--- src/rtl/sb_pkg.sv ---
package sb_pkg;
   // Default geometry of the scoreboard
   localparam int SB_DEF_REGS = 8;
   localparam int SB_DEF_SRC  = 2;
   localparam int SB_DEF_CMP  = 2;

   // Meaning of one scoreboard bit
   typedef enum logic {
      SB_STALE = 1'b0,
      SB_READY = 1'b1
   } sb_state_e;
endpackage

--- src/rtl/sb_valid_array.sv ---
// Holds one readiness bit per register; issue clear beats completion set.
module sb_valid_array #(
   parameter int NUM_REGS   = sb_pkg::SB_DEF_REGS,
   parameter int NUM_CMP    = sb_pkg::SB_DEF_CMP,
   parameter bit ZERO_FIXED = 1'b1,
   localparam int IDX_W     = $clog2(NUM_REGS)
) (
   input  logic                     clk,
   input  logic                     rst_n,
   input  logic                     clr_en,
   input  logic [IDX_W-1:0]         clr_idx,
   input  logic [NUM_CMP-1:0]       cmp_vld,
   input  logic [NUM_CMP*IDX_W-1:0] cmp_dst,
   output logic [NUM_REGS-1:0]      vbits
);
   import sb_pkg::*;

   for (genvar r = 0; r < NUM_REGS; r++) begin : g_reg
      if (ZERO_FIXED && r == 0) begin : g_fixed
         assign vbits[r] = SB_READY;
      end else begin : g_flop
         logic set_hit;
         logic clr_hit;
         always_comb begin
            set_hit = 1'b0;
            for (int k = 0; k < NUM_CMP; k++) begin
               if (cmp_vld[k] && (cmp_dst[k*IDX_W +: IDX_W] == IDX_W'(r)))
                  set_hit = 1'b1;
            end
         end
         assign clr_hit = clr_en && (clr_idx == IDX_W'(r));
         always_ff @(posedge clk) begin
            if (!rst_n)       vbits[r] <= SB_READY;
            else if (clr_hit) vbits[r] <= SB_STALE;
            else if (set_hit) vbits[r] <= SB_READY;
         end
      end
   end
endmodule

--- src/rtl/sb_avail.sv ---
// Combines stored readiness with same-cycle completions (bypass).
module sb_avail #(
   parameter int NUM_REGS = sb_pkg::SB_DEF_REGS,
   parameter int NUM_CMP  = sb_pkg::SB_DEF_CMP,
   localparam int IDX_W   = $clog2(NUM_REGS)
) (
   input  logic [NUM_REGS-1:0]      vbits,
   input  logic [NUM_CMP-1:0]       cmp_vld,
   input  logic [NUM_CMP*IDX_W-1:0] cmp_dst,
   output logic [NUM_REGS-1:0]      avail
);
   logic [NUM_REGS-1:0] byp;

   always_comb begin
      byp = '0;
      for (int k = 0; k < NUM_CMP; k++) begin
         if (cmp_vld[k]) byp[cmp_dst[k*IDX_W +: IDX_W]] = 1'b1;
      end
   end

   assign avail = vbits | byp;
endmodule

--- src/rtl/sb_operand_check.sv ---
// One operand lookup: passes when unused or when its register is available.
module sb_operand_check #(
   parameter int NUM_REGS = sb_pkg::SB_DEF_REGS,
   localparam int IDX_W   = $clog2(NUM_REGS)
) (
   input  logic [NUM_REGS-1:0] avail,
   input  logic [IDX_W-1:0]    idx,
   input  logic                use_en,
   output logic                ok
);
   assign ok = !use_en || avail[idx];
endmodule

--- src/rtl/reg_scoreboard_issue.sv ---
module reg_scoreboard_issue #(
   parameter int NUM_REGS   = sb_pkg::SB_DEF_REGS,
   parameter int NUM_SRC    = sb_pkg::SB_DEF_SRC,
   parameter int NUM_CMP    = sb_pkg::SB_DEF_CMP,
   parameter bit ZERO_FIXED = 1'b1,
   localparam int IDX_W     = $clog2(NUM_REGS)
) (
   input  logic                     clk,
   input  logic                     rst_n,
   input  logic                     head_vld,
   input  logic [NUM_SRC*IDX_W-1:0] head_src,
   input  logic [NUM_SRC-1:0]       head_src_use,
   input  logic [IDX_W-1:0]         head_dst,
   input  logic                     head_dst_use,
   input  logic [NUM_CMP-1:0]       cmp_vld,
   input  logic [NUM_CMP*IDX_W-1:0] cmp_dst,
   output logic                     issue_go,
   output logic                     stall
);
   localparam int NUM_OPS = NUM_SRC + 1;

   // Elaboration-time parameter checks
   if (NUM_REGS < 2 || (NUM_REGS & (NUM_REGS - 1)) != 0) begin : g_bad_regs
      $error("NUM_REGS must be a power of two and at least 2");
   end
   if (NUM_SRC < 1) begin : g_bad_src
      $error("NUM_SRC must be at least 1");
   end
   if (NUM_CMP < 1) begin : g_bad_cmp
      $error("NUM_CMP must be at least 1");
   end

   logic [NUM_REGS-1:0] vbits;
   logic [NUM_REGS-1:0] avail;
   logic [NUM_OPS-1:0]  op_ok;
   logic                grant;

   sb_avail #(.NUM_REGS(NUM_REGS), .NUM_CMP(NUM_CMP)) u_avail (
      .vbits   (vbits),
      .cmp_vld (cmp_vld),
      .cmp_dst (cmp_dst),
      .avail   (avail)
   );

   for (genvar s = 0; s < NUM_SRC; s++) begin : g_src
      sb_operand_check #(.NUM_REGS(NUM_REGS)) u_chk (
         .avail  (avail),
         .idx    (head_src[s*IDX_W +: IDX_W]),
         .use_en (head_src_use[s]),
         .ok     (op_ok[s])
      );
   end

   // Destination check guards against write-after-write
   sb_operand_check #(.NUM_REGS(NUM_REGS)) u_dst_chk (
      .avail  (avail),
      .idx    (head_dst),
      .use_en (head_dst_use),
      .ok     (op_ok[NUM_SRC])
   );

   assign grant    = head_vld && (&op_ok);
   assign issue_go = grant;
   assign stall    = head_vld && !grant;

   sb_valid_array #(
      .NUM_REGS   (NUM_REGS),
      .NUM_CMP    (NUM_CMP),
      .ZERO_FIXED (ZERO_FIXED)
   ) u_vbits (
      .clk     (clk),
      .rst_n   (rst_n),
      .clr_en  (grant && head_dst_use),
      .clr_idx (head_dst),
      .cmp_vld (cmp_vld),
      .cmp_dst (cmp_dst),
      .vbits   (vbits)
   );
endmodule

--- config.mk ---
export PLATFORM = sky130hd
export DESIGN_NAME = reg_scoreboard_issue
export DESIGN_NICKNAME = d
export VERILOG_FILES = /design/src/rtl/sb_pkg.sv /design/src/rtl/sb_valid_array.sv /design/src/rtl/sb_avail.sv /design/src/rtl/sb_operand_check.sv /design/src/rtl/reg_scoreboard_issue.sv
export SDC_FILE = /design/constraint.sdc
export NUM_CORES = 1
export LEC_CHECK = 0
export BUFFER_PORTS_ARGS = -buffer_cell sky130_fd_sc_hd__buf_2
export CORE_MARGIN = 1
export CORE_UTILIZATION = 33
export DETAILED_ROUTE_END_ITERATION = 12
export PLACE_DENSITY = 0.64
export SETUP_SLACK_MARGIN = 0.1
export SYNTH_ARGS = -nofsm -noshare
export SYNTH_HDL_FRONTEND = slang
export SYNTH_HIERARCHICAL = 1
export SYNTH_SLANG_ARGS = --single-unit
--- constraint.sdc ---
create_clock -name clk -period 2.8 [get_ports clk]
set_clock_uncertainty 0.15 [all_clocks]
set_input_delay 0.28 -clock clk [delete_from_list [all_inputs] [get_ports clk]]
set_output_delay 0.28 -clock clk [all_outputs]
set_load 0.05 [all_outputs]
==> results of run 1 <==
-- area by class of cell --
type                    count  share of cell area
inverters                   5              0.0179
multi-input cells          78               0.671
well taps                  30              0.0358
clock buffers               4              0.0250
flip-flops and latches      7               0.133
repair buffers             24               0.117
-- worst max-delay path: stages --
cell and delay (ns):
buf_2 0.20, nor4bb_2 0.33, a311o_1 0.20, mux2i_1 0.08
mux4_2 0.45, nand2_1 0.10, and4_4 0.23, clkbuf_4 0.22
-- power by group through the flow --
stage / Combinational [W] / Clock [W] / Sequential [W]
5_1_grt: 0.000104 / 0.000101 / 0.000103
2_1_floorplan: 0.0000509 / 0 / 0.000105
4_1_cts: 0.0000935 / 0.0000927 / 0.000103
3_5_place_dp: 0.0000932 / 0 / 0.000105
3_3_place_gp: 0.0000912 / 0 / 0.000105
6_report: 0.0000959 / 0.0000889 / 0.000103
-- metal layers --
metal / vias to the layer above / track usage / routed length [microns]
li1: 440 / - / -
met2: 46 / 0.331 / 1170
met5: - / 0 / 0
met1: 441 / 0.198 / 994
met3: 2 / 0.0537 / 170
met4: 0 / 0.0395 / 26
-- path summary, 6_finish.rpt --
check	start	to	depth (start not counted)
setup / recovery	cmp_vld[1]	issue_go	8
setup reg to reg	u_vbits/vbits[3]	u_vbits/vbits[1]	9
hold reg to reg	u_vbits/vbits[4]	u_vbits/vbits[4]	2
hold / removal	head_dst[1]	u_vbits/vbits[3]	2
-- timing repair --
item	in CTS	in global routing
endpoints found under the setup margin	0	3
buffers inserted	0	0
resized for setup	0	2
-- Yosys cell counts (2+ instances only) --
| cell | number | area, sq um |
|---|---|---|
| nand4b_1 | 14 | 123 |
| mux2i_1 | 12 | 120 |
| dfxtp_1 | 7 | 140 |
| nand2_1 | 7 | 26.3 |
| inv_1 | 5 | 18.8 |
| a31oi_1 | 4 | 25.0 |
| and4bb_1 | 4 | 50.1 |
| and4bb_2 | 4 | 50.1 |
| nand4_1 | 4 | 25.0 |
| clkbuf_2 | 3 | 15.0 |
| mux4_2 | 3 | 67.6 |
| nand3b_1 | 3 | 22.5 |
| a311o_1 | 2 | 20.0 |
| and4b_1 | 2 | 20.0 |
| nor2_1 | 2 | 7.51 |
| nor4b_2 | 2 | 30.0 |
| o21a_1 | 2 | 15.0 |
| or3_1 | 2 | 12.5 |
-- per-stage QoR --
step,cells,hold WS (ns)
after floorplan,94,0.219
after global placement,144,0.395
after detailed placement,144,0.408
after CTS,148,0.147
after global routing,148,0.140
final,148,0.154
-- cells by family (layout without fill, tap and decap cells) --
logic type | count (synthesis) | in the layout
AND/OR/NAND/NOR | 50 | 50
multiplexers | 15 | 15
buffers and inverters | 9 | 33
other | 1 | 1
flip-flops | 7 | 7
AO/OA/AOI/OAI | 12 | 12
==> impl_metrics.py, run 1 <==
metrics = {
    "logic_synthesis": {
        "ys_types": 30,
        "synth_top_family_by_area": "simple AND/OR/NAND/NOR gates",
        "netlist_area_sq_um": 880,
        "synth_fa_ha_area_frac": 0,
        "synth-edff-count": 0,
        "ys_seq_area_frac": 0.159,
        "synth_xor_area_frac": 0,
        "avgSynthCellArea_sq_um": 9.36,
        "synth-async-reset-ratio": 0,
        "ys_warn_count": 6,
        "synth.mux.area_fraction": 0.213,
        "synth-simple-area-share": 0.472,
        "dominantRegCellSynth": "dfxtp_1",
        "syn_inst": 94,
        "ys_ff_latch": 7,
        "synth_compound_area_frac": 0.104,
        "syn_nets": 117,
    },
    "status": {
        "status": "finished, final reports clean",
    },
    "finish": {
        "area_growth_pct": 19.3,
        "regArea_sq_um": 140,
        "mostFrequentLayoutCells": "buf_2, nand4b_1, mux2i_1, nand2_1, dfxtp_1",
        "n_antenna_cell": 0,
        "fin_util": 0.420,
        "regMostFlops": "u_vbits/vbits",
        "mostFrequentLayoutCell": "buf_2",
        "final_area_sq_um": 1050,
        "multiInputGateArea_sq_um": 704,
        "layout-drive-gt1-share": 0.322,
        "layout.nets": 142,
        "largest_reg_flops": 7,
        "largestRegisters": "u_vbits/vbits x7",
        "nFillCells": 250,
    },
    "route": {
        "ant_nets": 0,
        "drc": 0,
        "routedWlPerCell_microns": 16.0,
        "drtIter0Drc": 39,
        "vias": 929,
        "first_pass_iters": 4,
        "detail_route.vias_per_cell": 6.28,
        "routed_wl_microns": 2360,
    },
    "placement": {
        "io_buffers": 24,
        "dpl_cell_area_sq_um": 1010,
        "dp_hpwl_microns": 1790,
        "finalWeightedCongestion": 0.783,
        "dp_slack_ns": 0.0315,
    },
    "clock_tree": {
        "hold_buffers": 0,
        "clk_path_buf_depth": 2,
        "cts.clk_slew.worst_paths_ns": 0.05,
        "clock_latency_ns": 0.25,
        "cts_made_buffers": 3,
        "cts_tree": "yes",
        "h-tree-depth": 1,
        "root_buffer": "clkbuf_4",
        "cts_sinks": 7,
    },
    "power": {
        "p_sw_frac": 0.314,
        "seq_power_share": 0.359,
        "p_int_w": 0.000198,
        "combPwrFrac": 0.333,
        "power_density_nw_per_um2": 275,
        "p_clk_frac": 0.308,
        "ir_worst_vdd_mv": 0.298,
        "p_leak_nw": 0.421,
        "power_switching_w": 0.0000905,
        "totalPowerFinal_w": 0.000288,
    },
    "worst_setup_path": {
        "cp.arrival_ns": 2.11,
        "crit_path_end_kind": "output pin",
        "r2r_slack_ns": 0.50,
        "critPathKind": "in2out",
        "cp_max_fo": 15,
        "cp-start-kind": "input pin",
        "required_ns": 2.37,
    },
    "timing": {
        "fmax_mhz": 394,
        "setup_ws_ns": 0.265,
        "rsz0062_at_grt": "no",
        "period_minus_slack_ns": 2.54,
        "finalCritPeriodShare": 0.905,
        "hold_viol": 0,
        "maxSlewViolCount": 0,
        "finalSetupViolCount": 0,
        "fin_setup_tns_ns": 0,
    },
    "grt": {
        "grt_pass1_wl_microns": 3640,
        "grt_pass1_vias": 832,
        "grt_max_degree": 16,
        "antenna_found_initial": 0,
        "track_usage": 0.179,
        "grt_overflow": 0,
    },
    "floorplan": {
        "coreArea_sq_um": 2500,
        "die_area_sq_um": 2880,
        "die_w_microns": 53.6,
        "initial_utilization": 0.352,
        "core.rowCount": 18,
        "die_h_microns": 53.6,
        "ios": 25,
    },
    "flow_run": {
        "drv_cap": 0,
    },
    "hold_path": {
        "hold_path.class": "in2reg",
    },
}
No activity file was read; power rests on OpenSTA's default activity.
==> run 2, diff against run 1 <==
- CORE_ASPECT_RATIO: default -> 0.75
==> run 2 against run 1 <==
  * Hold slack improved by 0.023 ns
  * Setup slack better by 0.0054 ns
  * Maximum frequency rose by 0.21%
  * Cell area grew 0.36%
  * Largest cell class unchanged
  * Highest routed layer unchanged
==> impl_metrics.py, run 2 (synthesis results as in run 1) <==
metrics = {
    "clock_tree": {
        "cts.clk_slew.worst_paths_ns": 0.05,
        "root_buffer": "clkbuf_4",
        "post_cts_buffers": 0,
        "clock_latency_ns": 0.25,
        "ctsResizeCount": 0,
        "cts_tree": "yes",
        "clk_path_buf_depth": 2,
        "hold_buffers": 0,
        "h-tree-depth": 1,
        "cts_sinks": 7,
        "cts_made_buffers": 3,
    },
    "route": {
        "drtIter0Drc": 24,
        "routed_wl_microns": 2490,
        "vias": 905,
        "ant_nets": 0,
        "drc": 0,
        "detail_route.vias_per_cell": 5.92,
        "first_pass_iters": 4,
        "routedWlPerCell_microns": 16.3,
    },
    "timing": {
        "fin_setup_tns_ns": 0,
        "maxSlewViolCount": 0,
        "hold_viol": 0,
        "finalCritPeriodShare": 0.903,
        "rsz0062_at_grt": "no",
        "finalSetupViolCount": 0,
        "fmax_mhz": 395,
        "setup_ws_ns": 0.270,
        "period_minus_slack_ns": 2.53,
    },
    "grt": {
        "antenna_found_initial": 0,
        "grt_pass1_wl_microns": 3660,
        "track_usage": 0.180,
        "grt_max_degree": 16,
        "grt_pass1_vias": 759,
        "grt_overflow": 0,
    },
    "flow_run": {
        "drv_cap": 0,
    },
    "placement": {
        "dp_hpwl_microns": 1840,
        "io_buffers": 24,
        "finalWeightedCongestion": 0.898,
        "dp_slack_ns": 0.0739,
    },
    "power": {
        "ir_worst_vdd_mv": 0.199,
        "totalPowerFinal_w": 0.000292,
        "p_leak_nw": 0.425,
        "power_density_nw_per_um2": 277,
    },
    "finish": {
        "mostFrequentLayoutCell": "buf_2",
        "nFillCells": 253,
        "n_antenna_cell": 0,
        "layout.nets": 143,
        "mostFrequentLayoutCells": "buf_2, nand4b_1, mux2i_1, nand2_1, dfxtp_1",
        "largestRegisters": "u_vbits/vbits x7",
        "largest_reg_flops": 7,
        "regArea_sq_um": 140,
        "layout-drive-gt1-share": 0.319,
        "multiInputGateArea_sq_um": 698,
        "regMostFlops": "u_vbits/vbits",
        "area_growth_pct": 19.8,
    },
    "floorplan": {
        "core.rowCount": 15,
        "ios": 25,
        "die_w_microns": 61.6,
        "die_area_sq_um": 2880,
        "die_h_microns": 46.7,
        "coreArea_sq_um": 2400,
        "initial_utilization": 0.366,
    },
    "worst_setup_path": {
        "crit_path_end_kind": "output pin",
        "cp.arrival_ns": 2.10,
        "critPathKind": "in2out",
        "cp_max_fo": 15,
        "cp-start-kind": "input pin",
        "required_ns": 2.37,
    },
    "status": {
        "status": "finished, final reports clean",
    },
    "hold_path": {
        "hold_path.class": "in2reg",
    },
}
==> run 2: cell types whose count changed in the layout (fill, tap and decap cells not counted) <==
| cell | previous run | this run |
|---|---|---|
| buf_2 | 23 | 24 |
| buf_4 | 0 | 1 |
| clkbuf_4 | 4 | 3 |
| nor4bb_1 | 0 | 1 |
| nor4bb_2 | 1 | 0 |
==> run 2: critical path, stage by stage <==
cell and delay, ns:
buf_2 0.24, and4bb_1 0.26, or3_1 0.41, mux2i_1 0.17
mux4_2 0.25, nand2_1 0.07, a31oi_1 0.15, buf_2 0.28
==> run 2: report_power, final <==
part	switching, W	total (W)	internal (W)
registers	0.00000146	0.000103	0.000102
logic	0.0000558	0.0000973	0.0000415
clock network	0.0000368	0.0000911	0.0000544
==> run 2: final timing paths <==
check                           cells after the start        startpoint  slack, ns                to
worst max register to register                      9  u_vbits/vbits[4]       0.47  u_vbits/vbits[3]
worst max-delay path                                8        cmp_dst[0]       0.27             stall
worst min register to register                      2  u_vbits/vbits[2]       0.42  u_vbits/vbits[2]
worst min-delay path                                2       head_dst[1]       0.18  u_vbits/vbits[3]
==> run 2: layout make-up <==
class / count / share of cell area
Tap cell: 34 / 0.0404
Inverter: 5 / 0.0178
Clock buffer: 4 / 0.0249
Sequential cell: 7 / 0.133
Timing Repair Buffer: 25 / 0.121
Multi-Input combinational cell: 78 / 0.663
==> run 2: per-layer routing <==
metal,up-vias,share of wire,track usage
met4,0,0.0072,0.0889
met3,4,0.049,0.0169
met1,424,0.52,0.275
li1,446,-,-
met5,-,0,0
met2,31,0.42,0.247
==> run 2: metrics by stage <==
step / hold WS, ns / instances / instance area (sq um) / util
global route: 0.184 / 153 / 1050 / 0.439
finish: 0.176 / 153 / 1050 / 0.439
floorplan: 0.219 / 94 / 880 / -
global placement: 0.393 / 149 / 1030 / 0.428
CTS: 0.169 / 153 / 1050 / 0.439
detailed placement: 0.407 / 149 / 1030 / 0.428
